===== src/rtl/rx_standby_wake.sv =====
module rx_standby_wake (
  input  logic clk,
  input  logic rst_n,
  input  logic bit_tick,
  input  logic line_in,
  input  logic char_done,
  input  logic addr_mark,
  input  logic wake_sel,
  input  logic idle_type,
  input  logic idle_in_sby,
  input  logic idle_ie,
  input  logic nine_bit,
  input  logic two_stop,
  input  logic sby_set,
  input  logic sby_clr,
  input  logic idle_clr,
  output logic idle_flag,
  output logic idle_irq,
  output logic standby,
  output logic deliver,
  output logic wake
);
  localparam int CW = 4;

  logic [CW-1:0] run_cnt;
  logic [CW-1:0] frame_len;
  logic          armed;
  logic          restart;
  logic          idle_evt;
  logic          idle_set;

  assign frame_len = CW'(10) + CW'(nine_bit) + CW'(two_stop);
  assign restart   = idle_type & char_done;
  assign idle_evt  = bit_tick & line_in & ~restart & (run_cnt == frame_len - CW'(1));
  assign idle_set  = idle_evt & armed & (~standby | idle_in_sby);
  assign wake      = standby & (wake_sel ? (char_done & addr_mark) : idle_evt);
  assign deliver   = char_done & (~standby | (wake_sel & addr_mark));
  assign idle_irq  = idle_flag & idle_ie;

  always_ff @(posedge clk or negedge rst_n) begin
    if (!rst_n) begin
      run_cnt <= '0;
    end else if (restart) begin
      run_cnt <= '0;
    end else if (bit_tick) begin
      if (!line_in)                 run_cnt <= '0;
      else if (run_cnt < frame_len) run_cnt <= run_cnt + CW'(1);
    end
  end

  always_ff @(posedge clk or negedge rst_n) begin
    if (!rst_n) begin
      idle_flag <= 1'b0;
      armed     <= 1'b1;
    end else begin
      if (idle_set)      idle_flag <= 1'b1;
      else if (idle_clr) idle_flag <= 1'b0;
      if (char_done)     armed <= 1'b1;
      else if (idle_set) armed <= 1'b0;
    end
  end

  always_ff @(posedge clk or negedge rst_n) begin
    if (!rst_n)                 standby <= 1'b0;
    else if (sby_set)           standby <= 1'b1;
    else if (sby_clr || wake)   standby <= 1'b0;
  end

  assert_set_on_high_tick_R2: assert property (@(posedge clk) disable iff (!rst_n)
    $rose(idle_flag) |-> $past(bit_tick && line_in));

  assert_enter_standby_R7: assert property (@(posedge clk) disable iff (!rst_n)
    sby_set |=> standby);

  assert_mark_wakes_R9: assert property (@(posedge clk) disable iff (!rst_n)
    (standby && wake_sel && char_done && addr_mark && !sby_set) |=> !standby);

  assert_no_idle_in_sby_R10: assert property (@(posedge clk) disable iff (!rst_n)
    (standby && !idle_in_sby && !idle_flag) |=> !idle_flag);

  assert_hold_in_sby_R8: assert property (@(posedge clk) disable iff (!rst_n)
    (standby && !wake_sel) |-> !deliver);

  assert_deliver_strobe_R11: assert property (@(posedge clk) disable iff (!rst_n)
    deliver |-> char_done);
endmodule


===== config.mk =====
export PLATFORM = sky130hd
export DESIGN_NAME = rx_standby_wake
export DESIGN_NICKNAME = d
export VERILOG_FILES = /design/src/rtl/rx_standby_wake.sv
export SDC_FILE = /design/constraint.sdc
export NUM_CORES = 1
export LEC_CHECK = 0
export BUFFER_PORTS_ARGS = -buffer_cell sky130_fd_sc_hd__buf_2
export CAP_MARGIN = 20
export CORE_AREA = 2 2 39 41
export DETAILED_ROUTE_END_ITERATION = 10
export DIE_AREA = 0 0 41 43
export GPL_ROUTABILITY_DRIVEN = 1
export HOLD_SLACK_MARGIN = 0.08
export MAX_ROUTING_LAYER = met4
export PLACE_DENSITY = 0.7
export SKIP_LAST_GASP = 1
export SLEW_MARGIN = 20
export SYNTH_ARGS = -nofsm -noshare
export SYNTH_HDL_FRONTEND = slang
export SYNTH_SLANG_ARGS = --single-unit

===== constraint.sdc =====
create_clock -name clk -period 1.9 [get_ports clk]
set_clock_uncertainty 0.1 [all_clocks]
set_input_delay 0.19 -clock clk [delete_from_list [all_inputs] [get_ports clk]]
set_output_delay 0.19 -clock clk [all_outputs]
set_load 0.02 [all_outputs]

# Word level (Yosys, flattened, before mapping)
# Cells that the tools add are included.
[op_classes] addsub=4 n_lt_le_gt_ge=1 eq_ne=2 mux=11 n_bitwise=15 n_reduce_logical=6
[op_table] operator="4-bit 2-to-1 mux" count=4
[op_table] operator="1-bit AND" count=11
[op_table] operator="2-bit nonzero test" count=4
[op_table] operator="1-bit 2-to-1 mux" count=7
[op_table] operator="4-bit by 1-bit adder with 4-bit output" count=1
[op_table] operator="4-bit by 1-bit adder with 4-bit output (first input constant)" count=1
[op_table] operator="4-bit by 1-bit adder with 4-bit output (second input constant)" count=1
[op_table] operator="4-bit equality test" count=1
[op_table] operator="4-bit < comparator" count=1
[op_table] operator="4-bit by 1-bit subtractor with 4-bit output (second input constant)" count=1
[op_table] operator="3-bit by 1-bit inequality test with 1-bit output (second input constant)" count=1
[op_table] operator="1-bit NOT" count=2
[op_table] operator="1-bit OR" count=2
[op_table] operator="2-bit AND reduction" count=1
[op_table] operator="1-bit logical OR" count=1
[totals] regBits=7 in_bits=15 out_inout_bits=5 elab_cells=43

# Logic depth before layout (Yosys ltp)
# Gate-level depths: netlist of run 1.
[logic_depth] word_depth=10 mapped_depth=7 mapped_depth_nobuf=7

# Least setup slack after synthesis of run 1
# OpenSTA, ideal clock, no wires.
[synth_timing] kind="in2out" from="input port nine_bit" to="output port wake" t_arrival_ns=1.460 t_required_ns=1.610 slack_ns=0.150 path_stages=7 path_buffers=0 cell_sequence="inv_1 -> ha_1 -> ha_1 -> nand4bb_1 -> nor4_2 -> a31oi_1 -> nor2_1"
[synth_via] elab_chain_cells=7
[synth_rtl] element="start: declaration" line_no="12" text="input logic nine_bit,"
[synth_rtl] element="4-bit by 1-bit adder with 4-bit output (2 in a row)" line_no="32" text="assign frame_len = CW'(10) + CW'(nine_bit) + CW'(two_stop);"
[synth_rtl] element="4-bit by 1-bit subtractor with 4-bit output" line_no="34" text="assign idle_evt = bit_tick & line_in & ~restart & (run_cnt == frame_len - CW'(1));"
[synth_rtl] element="4-bit equality test" line_no="34"
[synth_rtl] element="1-bit AND" line_no="34"
[synth_rtl] element="1-bit 2-to-1 mux" line_no="36" text="assign wake = standby & (wake_sel ? (char_done & addr_mark) : idle_evt);"
[synth_rtl] element="1-bit AND" line_no="36"
[synth_rtl] element="end: declaration" line_no="21" text="output logic wake"
# Every way passes these cells.

# Worst setup path in the final report of run 1
[layout_timing] from="register run_cnt[0]" to="output port wake"
[layout_via] elab_chain_cells=4
[layout_rtl] element="start: declaration" line_no="25" text="logic [CW-1:0] run_cnt;"
[layout_rtl] element="start signal: assignment" line_no="47" text="else if (run_cnt < frame_len) run_cnt <= run_cnt + CW'(1);"
[layout_rtl] element="4-bit equality test" line_no="34"
[layout_rtl] element="1-bit AND" line_no="34"
[layout_rtl] element="1-bit 2-to-1 mux" line_no="36"
[layout_rtl] element="1-bit AND" line_no="36"
# Every way passes these cells.

==> flow_summary.ini, run 1 <==
[placed_design]
dp.cells = 95
dp_hpwl_um = 908.8
place_area_um2 = 660.6
place_congestion = 0.8605
port_buffers = 19

[layout]
ff_latch_area_um2 = 176.4
stdcell_count = 103
final_common_cell = buf_2
area_growth_pct = 42.11
postLayoutCellArea_um2 = 743.2
nNetsFinal = 109
multi_input_area_um2 = 325.3
drive_gt1_share_pct = 35.63
mostFrequentLayoutCells = buf_2 (18), inv_1 (10), ha_1 (6), dfrtp_1 (6), buf_4 (5)
fillers = 125
antenna_cells = 0

[global_routing]
grt_pass1_wl_um = 1869
grt_pass1_vias = 484
antenna_found_initial = 0
gr-usage-all-layers_pct = 16.48
use_met2_pct = 25.00
overflow = 0
use_met1_pct = 17.11
grt_busiest_layer = met2
grtUsageMet3_pct = 8.901
grt_max_degree = 8

[die]
io_pins = 20
rows = 14
dieHeight_um = 43
core-area_um2 = 1384
dieWidth_um = 41
initial_utilization_pct = 37.79
fp.dieArea_um2 = 1763

[route]
routed_wl_um = 1151
drc_errors = 0
first_pass_iters = 4
via_count = 538
routedWlPerCell_um = 11.17
final_antenna_net_count = 0
drt_iter0_markers = 8
viasPerCell = 5.223

[sta]
setup_viol = 1
fin_hold_ws_ps = 93.84
setup_ws_ps = -40.62
worst_pin_slew_ps = 399.5
finalCritPeriodShare_pct = 102.1
max_slew_margin_pct = 73.13
rsz0062_at_grt = yes
drv_slew = 0
max_freq_mhz = 515.3
min_period_ps = 1941
finalHoldViolCount = 0

[synthesis]
yosysWarnings = 0
syn-mean-instance-area_um2 = 9.175
yosysSeqAreaShare_pct = 33.73
syn_inst = 57
synth_nets = 78
synthesis.area_um2 = 523.0
ys_types = 28
ys_seq_elements = 7

[worst_setup_path]
start_kind = flip-flop
required_ps = 1610
worstPathCellList = inv_1 -> ha_1 -> nand4bb_4 -> nor4_2 -> a31oi_1 -> nor2_1 -> buf_4
ff2ff_path_depth = 6
worst-path-buf-inv = 2
r2r_start = run_cnt[2]
cp_slowest_stage_delay_ps = 350
worst_path_max_delay_cell = dfrtp_1
timing.rr.end = run_cnt[0]
crit_family = simple AND/OR/NAND/NOR gates
rrSetupSlack_ps = 190
cp_max_fo = 2
path_class = reg2out
cp.arrival_ps = 1650
endpoint_kind = output port

[clock_tree]
cts_root_buffer = clkbuf_4
clock_path_buffers = 2
clkSinkCount = 7
clock_latency_ps = 250
htreeDepth = 1
cts_tree = done
clkTransAtPathRegs_ps = 50
cts_inserted_buffers = 3

[run_status]
status = finished, violations left
violations = negative setup slack

[flow_run]
drv_cap = 0

[worst_hold_path]
hold_path.class = in2reg
hold_end = armed
hp-start = char_done
hold_path_depth = 2

[pwr]
p_per_area_nw_per_um2 = 554.3
max-vdd-ir-drop_mv = 0.4080
leakage_nw = 0.3888
## kinds of logic after synthesis
| family | after synthesis | synth area share [%] |
|---|---|---|
| flip-flops | 7 | 33.73 |
| adder cells (fa/ha/maj) | 6 | 14.35 |
| AND/OR/NAND/NOR | 16 | 17.46 |
| buffers and inverters | 10 | 7.178 |
| multiplexers | 1 | 2.153 |
| AO/OA/AOI/OAI | 16 | 23.45 |
| XOR/XNOR | 1 | 1.675 |
## state kept, by name, summed over array words and instances, names as in the netlist
name / cells
run_cnt: 4
armed: 1
idle_flag: 1
standby: 1
## per-layer routing
| metal | vias up | wire (µm) |
|---|---|---|
| li1 | 262 | - |
| met1 | 245 | 436 |
| met2 | 29 | 548 |
| met3 | 2 | 158 |
| met4 | 0 | 7 |
| met5 | - | 0 |
## Yosys cell counts
master / count / area share [%]
mux2_2: 1 / 2.2
nand4bb_1: 1 / 2.2
nand2b_1: 1 / 1.2
nor2_1: 4 / 2.9
nor4_2: 1 / 2.4
nand2_1: 2 / 1.4
ha_1: 6 / 14
o22a_1: 1 / 1.7
o211ai_1: 1 / 1.4
inv_1: 10 / 7.2
a211oi_2: 1 / 2.4
a31o_1: 1 / 1.7
a21oi_1: 2 / 1.9
a21o_1: 2 / 2.9
nor3_1: 3 / 2.9
xnor2_1: 1 / 1.7
a21boi_0: 2 / 2.9
and2_1: 1 / 1.2
nand3_1: 2 / 1.9
o31a_1: 1 / 1.7
a21bo_1: 1 / 1.9
dfrtp_1: 6 / 29
a31oi_1: 1 / 1.2
o21ai_1: 1 / 0.96
a22o_1: 1 / 1.7
nand3b_1: 1 / 1.4
dfstp_2: 1 / 5.0
o22ai_1: 1 / 1.2
## report_power, final
| group | total, W | switching (W) | internal [W] |
|---|---|---|---|
| Combinational | 0.000113 | 0.0000554 | 0.0000576 |
| Sequential | 0.000164 | 0.00000614 | 0.000157 |
| Clock | 0.000135 | 0.0000552 | 0.0000802 |
## how the worst max path moves through the flow
stage | startpoint | end | slack (ps) | cells after the start
floorplan | nine_bit | wake | 150 | 7
global placement | nine_bit | wake | 60 | 9
detailed placement | nine_bit | wake | 4 | 9
CTS | run_cnt[0] | wake | -40 | 7
global route | run_cnt[0] | wake | -150 | 7
finish | run_cnt[0] | wake | -40 | 7
## stage by stage
step | setup TNS, ps | util [%] | total power (W) | worst slack [ps]
floorplan | 0 | - | 0.0002228 | 150.3
global placement | 0 | 47.74 | 0.0002623 | 61.86
detailed placement | 0 | 47.74 | 0.0002655 | 4.124
CTS | -37.20 | 53.71 | 0.0004154 | -37.20
global route | -154.5 | 53.71 | 0.0004420 | -154.5
finish | -40.62 | 53.71 | 0.0004120 | -40.62
## layout make-up
cell class	count	share of cell area, %
inverter	10	5.051
timing repair buffer	26	21.21
clock buffer	4	3.535
multi-input combinational	40	43.77
sequential	7	23.74
tap	16	2.694
## what timing repair did
action,in CTS,in global routing
gates resized for setup,2,0
endpoints found under the hold margin,9,0
hold buffers,3,0
pin swaps,0,0
buffers inserted,1,0
setup endpoints to repair,1,1
Power figures use the tool's default switching activity.
==> run 2, diff against run 1 <==
--- a/config.mk
+++ b/config.mk
@@ -5,6 +5,7 @@
 export SDC_FILE = /design/constraint.sdc
 export NUM_CORES = 1
 export LEC_CHECK = 0
+export ABC_AREA = 1
 export BUFFER_PORTS_ARGS = -buffer_cell sky130_fd_sc_hd__buf_2
 export CAP_MARGIN = 20
 export CORE_AREA = 2 2 39 41
@@ -13,7 +14,8 @@
 export GPL_ROUTABILITY_DRIVEN = 1
 export HOLD_SLACK_MARGIN = 0.08
 export MAX_ROUTING_LAYER = met4
-export PLACE_DENSITY = 0.7
+export PLACE_DENSITY = 0.73
+export SETUP_SLACK_MARGIN = 0.4
 export SKIP_LAST_GASP = 1
 export SLEW_MARGIN = 20
 export SYNTH_ARGS = -nofsm -noshare
==> run 2 against run 1 <==
Effect of this change: the run now ends clean; die area is the same; total power is 4.2% higher; global-route usage increased by 1.6 points; first-iteration DRC count is 63% higher; critical path depth is 1 lower; via count is 11% higher; sequential power is 3% higher; flip-flop and latch count unchanged; synthesized area grew 6.9%; combinational power increased by 17%; final cell count grew 25%; highest routed layer is now met3.
==> flow_summary.ini, run 2 <==
[sta]
finalCritPeriodShare_pct = 91.69
max_freq_mhz = 574.0
finalHoldViolCount = 0
max_slew_margin_pct = 87.07
setup_viol = 0
min_period_ps = 1742
worst_pin_slew_ps = 193.5
tns_ps = 0
drv_slew = 0
rsz0062_at_grt = yes

[die]
rows = 14
core-area_um2 = 1384
io_pins = 20
dieWidth_um = 41
fp.dieArea_um2 = 1763
dieHeight_um = 43
initial_utilization_pct = 40.42

[synthesis]
synthArstFlopShare_pct = 100.0
yosysWarnings = 0
synth_common_cells = nand2_1 (22), inv_1 (16), nand3_1 (11)
yosysSeqAreaShare_pct = 31.54
synth.top_cells.by_area = dfrtp_1 (27%), nand2_1 (15%), ha_1 (13%)
synth_top_area_share_pct = 26.85
synth_most_common_cell = nand2_1
synth_nets = 103
ys_seq_elements = 7
synthesis.area_um2 = 559.3
synth-edff-count = 0
synth_top_flop_cell = dfrtp_1
syn-mean-instance-area_um2 = 6.821
ys_types = 17
syn_inst = 82
synth_top_area_cell = dfrtp_1

[pwr]
total_power_w = 0.0004291
switchingPower_w = 0.0001264
p_per_area_nw_per_um2 = 505.1
p_clk_share_pct = 30.0
swShare_pct = 29.45
seq_power_share_pct = 39.3
power_frac_comb_pct = 30.7
max-vdd-ir-drop_mv = 0.5754
power.internal_w = 0.0003027
leakage_nw = 0.4537

[global_routing]
antenna_found_initial = 0
grt_max_degree = 8
grt_pass1_wl_um = 2139
grt_pass1_vias = 539
gr-usage-all-layers_pct = 18.10
overflow = 0

[worst_setup_path]
crit_family = flip-flops
path_class = reg2out
endpoint_kind = output port
worst_path_max_delay_cell = dfrtp_2
start_kind = flip-flop
worst-path-buf-inv = 2
cp_slowest_stage_delay_ps = 410
worstPathCellList = inv_2 -> ha_4 -> nor3_4 -> nand3_2 -> a21oi_4 -> buf_6
ff2ff_path_depth = 7
crit_cells = 6
required_ps = 1610
cp.arrival_ps = 1450
cp_max_fo = 2

[worst_hold_path]
hold_path.class = in2reg
hold_path_depth = 4

[route]
m1WireLength_um = 582
final_antenna_net_count = 0
dr_wl_met2_um = 712
drc_errors = 0
viasPerCell = 4.643
routed.top_layer = met3
routed_wl_um = 1334
wl_met3_um = 40
first_pass_iters = 4
via_count = 599
routedWlPerCell_um = 10.34
drt_iter0_markers = 13

[clock_tree]
clkTransAtPathRegs_ps = 50
htreeDepth = 1
cts_inserted_buffers = 3
cts_root_buffer = clkbuf_4
cts_tree = done
clock_latency_ps = 240
clock_path_buffers = 2
clkSinkCount = 7

[layout]
top_register = run_cnt
largest_reg_flops = 4
nNetsFinal = 135
antenna_cells = 0
fillers = 126
mostFrequentLayoutCells = nand2_1 (22), buf_2 (18), inv_1 (14), nand3_1 (10), nor2_1 (6)
final_common_cell = nand2_1
drive_gt1_share_pct = 40.71
area_growth_pct = 51.90
postLayoutCellArea_um2 = 849.6

[run_status]
status = completed

[placed_design]
place_area_um2 = 720.7
port_buffers = 19
dp_hpwl_um = 955.4
place_congestion = 0.7342

[flow_run]
drv_cap = 0
-- run 2: final cells by class --
| type | instances | area (µm²) | share of cell area (%) |
|---|---|---|---|
| inverters | 17 | 63.81 | 7.511 |
| flip-flops and latches | 7 | 180.2 | 21.21 |
| clock buffers | 4 | 26.28 | 3.093 |
| well taps | 16 | 20.02 | 2.356 |
| multi-input cells | 58 | 387.9 | 45.66 |
| repair buffers | 27 | 171.4 | 20.18 |
-- run 2: final timing paths --
path	from	slack (ps)	to
max in group asynchronous	rst_n	1270	armed
min in group asynchronous	rst_n	200	standby
min	sby_clr	130	standby
max	run_cnt[0]	160	wake
min reg2reg	armed	360	armed
max reg2reg	run_cnt[1]	410	run_cnt[2]
-- run 2: timing repair --
item,in CTS,in global routing
setup buffers,1,3
pin swaps,2,2
hold buffers,4,0
resized for setup,7,2
endpoints found under the hold margin,10,0
cloned,0,0
endpoints found under the setup margin,4,5
-- run 2: logic make-up after synthesis --
kind of cell             after synthesis  share of synthesized area (%)
AO/OA/AOI/OAI                          5                          4.922
buffers and inverters                 17                          11.41
AND/OR/NAND/NOR                       47                          38.70
adder cells (fa/ha/maj)                6                          13.42
flip-flops                             7                          31.54
-- run 2: per-stage QoR --
stage	hold slack [ps]	instances	setup slack, ps	utilization, %
after detailed placement	-75.70	117	181.2	52.08
final	128.7	129	157.9	61.39
after CTS	117.2	126	179.8	58.77
after global routing	139.4	129	88.49	61.39
after global placement	-71.81	117	207.5	52.08
after floorplan	-205.6	82	424.6	-
-- run 2: tightest hold or removal path, stage by stage --
cell and delay, ps:
buf_2 70, nor2_1 30, nand3_1 90, nand2_1 50
-- run 2: layer usage --
layer  GRT usage [%]  vias up
li1                -      317
met1           22.71      273
met2           28.44        9
met3           4.712        0
met4           4.000        0
met5               -        -
-- run 2: power groups by stage --
stage / sequential (W) / clock, W / combinational [W]
3_3_place_gp: 0.000171 / 0 / 0.0000983
4_1_cts: 0.000167 / 0.000135 / 0.000122
3_5_place_dp: 0.000171 / 0 / 0.000102
2_1_floorplan: 0.000170 / 0 / 0.0000660
5_1_grt: 0.000170 / 0.000145 / 0.000150
6_report: 0.000169 / 0.000129 / 0.000132
